File: src/rtl/vbs_pkg.sv
package vbs_pkg;

    // Base selection encoding held by the select register.
    typedef enum logic {
        BASE_ZERO = 1'b0,
        BASE_BOOT = 1'b1
    } vbs_base_e;

    // One register write as seen at the block's edge.
    typedef struct packed {
        logic en;
        logic unlock;
        logic sel;
    } vbs_wr_t;

    // Decoded intent of a write for the current cycle.
    typedef struct packed {
        logic arm;     // open or restart the change window
        logic take;    // accept the written select value
    } vbs_cmd_t;

    function automatic vbs_cmd_t decode_write(vbs_wr_t w, logic window_open);
        vbs_cmd_t c;
        c.arm  = w.en && w.unlock;
        c.take = w.en && !w.unlock && window_open;
        return c;
    endfunction

endpackage

File: src/rtl/vbs_unlock_timer.sv
module vbs_unlock_timer #(
    parameter int unsigned WINDOW = 4
) (
    input  logic clk,
    input  logic rst,
    input  logic arm,
    input  logic take,
    output logic open_o
);
    localparam int unsigned CW = $clog2(WINDOW + 1);
    localparam logic [CW-1:0] LOAD = CW'(WINDOW);

    logic [CW-1:0] left_q;

    always_ff @(posedge clk) begin
        if (rst) begin
            left_q <= '0;
        end else if (arm) begin
            left_q <= LOAD;
        end else if (take) begin
            left_q <= '0;
        end else if (left_q != '0) begin
            left_q <= left_q - 1'b1;
        end
    end

    assign open_o = (left_q != '0);
endmodule

File: src/rtl/vbs_select_reg.sv
module vbs_select_reg
    import vbs_pkg::*;
(
    input  logic      clk,
    input  logic      rst,
    input  logic      take,
    input  logic      wsel,
    output vbs_base_e sel_o
);
    vbs_base_e sel_q;

    always_ff @(posedge clk) begin
        if (rst) begin
            sel_q <= BASE_ZERO;
        end else if (take) begin
            sel_q <= wsel ? BASE_BOOT : BASE_ZERO;
        end
    end

    assign sel_o = sel_q;
endmodule

File: src/rtl/vbs_vector_gen.sv
module vbs_vector_gen
    import vbs_pkg::*;
#(
    parameter int unsigned ADDR_W = 16,
    parameter int unsigned VEC_W  = 5
) (
    input  vbs_base_e          sel,
    input  logic [ADDR_W-1:0]  boot_base,
    input  logic [VEC_W-1:0]   vec_num,
    output logic [ADDR_W-1:0]  base_o,
    output logic [ADDR_W-1:0]  addr_o
);
    localparam int unsigned OFS_W = VEC_W + 1;

    logic [OFS_W-1:0]  ofs_raw;
    logic [ADDR_W-1:0] ofs;

    assign ofs_raw = {vec_num, 1'b0};
    assign ofs     = ADDR_W'(ofs_raw);

    always_comb begin
        base_o = (sel == BASE_BOOT) ? boot_base : '0;
        addr_o = base_o + ofs;
    end
endmodule

File: src/rtl/vbs_vector_base_sel.sv
module vbs_vector_base_sel
    import vbs_pkg::*;
#(
    parameter int unsigned ADDR_W = 16,
    parameter int unsigned VEC_W  = 5,
    parameter int unsigned WINDOW = 4
) (
    input  logic              clk,
    input  logic              rst,
    input  logic              wr_en,
    input  logic              wr_unlock,
    input  logic              wr_sel,
    input  logic [ADDR_W-1:0] boot_base,
    input  logic [VEC_W-1:0]  vec_num,
    output logic              sel_boot,
    output logic              unlock_open,
    output logic              irq_block,
    output logic [ADDR_W-1:0] vec_base,
    output logic [ADDR_W-1:0] vec_addr
);
    vbs_wr_t   wr;
    vbs_cmd_t  cmd;
    vbs_base_e sel;
    logic      win_open;

    assign wr  = '{en: wr_en, unlock: wr_unlock, sel: wr_sel};
    assign cmd = decode_write(wr, win_open);

    vbs_unlock_timer #(.WINDOW(WINDOW)) u_timer (
        .clk    (clk),
        .rst    (rst),
        .arm    (cmd.arm),
        .take   (cmd.take),
        .open_o (win_open)
    );

    vbs_select_reg u_sel (
        .clk   (clk),
        .rst   (rst),
        .take  (cmd.take),
        .wsel  (wr.sel),
        .sel_o (sel)
    );

    vbs_vector_gen #(.ADDR_W(ADDR_W), .VEC_W(VEC_W)) u_vec (
        .sel       (sel),
        .boot_base (boot_base),
        .vec_num   (vec_num),
        .base_o    (vec_base),
        .addr_o    (vec_addr)
    );

    assign sel_boot    = (sel == BASE_BOOT);
    assign unlock_open = win_open;
    assign irq_block   = win_open;
endmodule

File: config.mk
export PLATFORM = sky130hd
export DESIGN_NAME = vbs_vector_base_sel
export DESIGN_NICKNAME = d
export VERILOG_FILES = /design/src/rtl/vbs_pkg.sv /design/src/rtl/vbs_unlock_timer.sv /design/src/rtl/vbs_select_reg.sv /design/src/rtl/vbs_vector_gen.sv /design/src/rtl/vbs_vector_base_sel.sv
export SDC_FILE = /design/constraint.sdc
export NUM_CORES = 1
export LEC_CHECK = 0
export BUFFER_PORTS_ARGS = -buffer_cell sky130_fd_sc_hd__buf_2
export CAP_MARGIN = 20
export CORE_MARGIN = 8
export CORE_UTILIZATION = 39
export CTS_BUF_LIST = sky130_fd_sc_hd__clkbuf_8
export DETAILED_ROUTE_END_ITERATION = 8
export GPL_TIMING_DRIVEN = 1
export PLACE_DENSITY = 0.83
export SYNTH_ARGS = -nofsm -noshare
export SYNTH_HDL_FRONTEND = slang
export SYNTH_SLANG_ARGS = --single-unit
File: constraint.sdc
create_clock -name clk -period 2.5 [get_ports clk]
set_input_delay 0.125 -clock clk [delete_from_list [all_inputs] [get_ports clk]]
set_output_delay 0.125 -clock clk [all_outputs]
set_load 0.03 [all_outputs]
==> summary.txt <==
Clock network
  – TritonCTS clock tree: yes
  – Clk pin slew, worst setup/hold paths: 0.03 ns
  – Deepest clock path buffer count: 2
  – Htree depth: 1
  – Post-CTS Hold Fix Bufs: 0
  – Skew-Pair Late Insertion Delay: 0.21 ns
  – Root buf cell: clkbuf_8
  – Clock Sinks: 4
  – Total CTS buffers: 3

Setup path
  – Worst flop-to-flop path endpoint: u_timer.left_q[1]$_SDFFE_PP0P_
  – Critical path launch point type: register
  – Worst r2r src: u_timer.left_q[0]$_SDFFE_PP0P_
  – Largest stage delay, worst path: 0.36 ns
  – CP bufs+invs: 1
  – Setup CP Type: register to output pin
  – R2R depth: 7
  – WP data required: 2.38 ns
  – CP arrival: 2.27 ns
  – Crit end category: output pin
  – Crit path cell chain: and2_2 -> ha_1 -> nand2_1 -> nor3_2 -> nor2_4 -> nor4_4 -> xor2_2 -> clkbuf_4
  – Setup slack, reg-to-reg: 1.19 ns
  – Cell family with most CP delay: simple AND/OR/NAND/NOR gates
  – Max Fanout on Critical Path: 9
  – Slowest CP cell: dfxtp_4

STA
  – Clk_skew: 0.000904 ns
  – Final setup viols: 0
  – Fin crit share: 95.7%
  – Slew margin rel.: 80.0%
  – PnR worst setup slack: 0.108 ns
  – Pins Over Slew Limit: 0
  – Post-layout minimum cycle time: 2.39 ns
  – Setup tns final: 0 ns
  – Max Fclk: 0.418 GHz
  – Final Hold Fails: 0
  – Final hold slack: 0.111 ns
  – Worst slew pin tran: 0.300 ns

Placement
  – PortBufs: 60
  – HPWL Detailed: 2.00 mm
  – Placer Congestion: 0.817
  – Setup WS pre-CTS: 0.220 ns

Routing
  – Router iterations before antenna repair: 4
  – Metal-1 WL: 860 um
  – Vias: 882
  – Final WL: 2.33 mm
  – Vias/cell: 4.79
  – Met2 WL: 1.17 mm
  – Uppermost layer routed: met4
  – DRC: 0
  – DR WL met3: 275 um
  – WL/cell: 12.6 um
  – DRT antenna net count: 0
  – DRT iter0 DRCs: 24

Synth
  – #FFs+latches synth: 4
  – Avg Cell Area, Syn: 7.10 sq um
  – Synth Net Count: 132
  – Synth Cell Area: 696 sq um
  – Share of the synthesized area in the top cell type: 12.6%
  – Sequential fraction of the synthesis area: 11.5%
  – Synth top area cells: ha_1 13%, and2_1 12%, dfxtp_1 12%
  – Synthesized instance count: 98
  – Distinct cells, synth: 25
  – Post-synth top area cell: ha_1
  – Syn. warnings: 0

Floorplan
  – Top Ports: 61
  – Die height: 58.2 um
  – Row count: 15
  – Total die area: 3390 sq um
  – Core Region: 1710 sq um
  – Starting Density: 40.7%
  – Die width: 58.2 um

Global route
  – Number of global-route vias before repair: 824
  – Antenna violations before repair: 0
  – Total track usage: 12.9%
  – Grt total ovfl: 0
  – First-pass GRT wire length: 3.57 mm
  – Largest net degree at the start of global routing: 12

Final layout
  – Fillers: 151
  – N_diodes: 0
  – Layout net count: 195
  – Commonest non-fill, non-tap cell in the layout: buf_2
  – Share of cells above drive strength 1: 52.8%
  – Most frequent cells in the layout: 59 x buf_2, 10 x inv_1, 10 x nand2_1
  – Area Growth Syn to Fin: 64.4%

Hold path
  – HP Start: rst
  – Hold Crit Class: input port to register
  – Destination of the worst hold path: u_sel.sel_o$_SDFFE_PP0P_
  – Hold Crit Depth: 2

Outcome
  – Status: complete, no violations

Power and ir drop
  – Max VDD drop: 0.338 mV
  – PD cells: 337 nW/um^2
  – Leakage: 0.000679 uW

Flow run
  – Max-cap violations: 0
## kinds of logic (layout without fill, tap and decap cells)
| group | Yosys count | count (layout) | share of synthesized area (%) |
|---|---|---|---|
| AOI/OAI and AO/OA | 13 | 13 | 11.2 |
| xor gates and xnor gates | 13 | 13 | 16.4 |
| adders and majority gates | 8 | 8 | 15.5 |
| buffers and inverters | 13 | 74 | 8.09 |
| DFF | 4 | 4 | 11.5 |
| and+or+nand+nor | 47 | 47 | 37.4 |
## area by class of cell
cell class / count / area, sq um / share of cell area [%]
timing repair buffer: 61 / 310 / 27.1
tap: 25 / 31.3 / 2.74
clock buffer: 3 / 41.3 / 3.61
inverter: 10 / 37.5 / 3.28
sequential: 4 / 83.8 / 7.33
multi-input combinational: 81 / 639 / 55.9
## what timing repair did
item,CTS,global route
pin swaps,0,2
endpoints found under the setup margin,2,5
gates resized for setup,1,9
setup buffers,0,0
## routing by layer
layer	vias to the layer above	track usage, %
met5	-	0
met4	0	4.20
met3	3	4.64
met2	50	23.9
met1	386	13.0
li1	443	-
## worst max-delay path by stage
stage,start,endpoint,slack [ns],cells after the start
floorplan,u_sel.sel_o$_SDFFE_PP0P_,vec_addr[14],0.007,8
global placement,u_sel.sel_o$_SDFFE_PP0P_,vec_addr[13],0.27,9
detailed placement,u_sel.sel_o$_SDFFE_PP0P_,vec_addr[13],0.22,9
CTS,u_sel.sel_o$_SDFFE_PP0P_,vec_addr[11],0.05,9
global route,u_sel.sel_o$_SDFFE_PP0P_,vec_addr[15],-0.03,8
finish,u_sel.sel_o$_SDFFE_PP0P_,vec_addr[15],0.11,8
## flip-flops by register name (all words and copies together), names as in the netlist
| register | count |
|---|---|
| u_sel.sel_o | 1 |
| u_timer.left_q | 3 |
## where the power goes
group	switching, uW	internal, uW
Clock	29.8	102
Combinational	118	61.3
Sequential	4.73	69.7
## cells in the mapped netlist
cell,count
and2_1,13
inv_1,10
nor2_2,1
o2111ai_1,1
clkbuf_1,1
dfxtp_1,4
o31a_1,1
fa_1,1
nand3_1,4
xnor2_1,5
nor3_1,6
nand2_2,1
nor3_2,1
buf_4,2
and3_1,1
nor2_1,5
a21oi_1,8
nor4_4,1
nand2_1,11
xor2_1,8
nor2b_1,2
nand4_1,1
o21bai_1,2
ha_1,7
o21ai_0,1
## stage by stage
stage / std cells / area, sq um / power, uW / util, %
4_1_cts: 184 / 1110 / 388 / 64.8
5_1_grt: 184 / 1140 / 414 / 67.0
2_1_floorplan: 98 / 741 / 199 / -
6_report: 184 / 1140 / 386 / 67.0
3_5_place_dp: 181 / 1060 / 254 / 62.1
3_3_place_gp: 181 / 1060 / 251 / 62.1
Power figures use the tool's default switching activity.
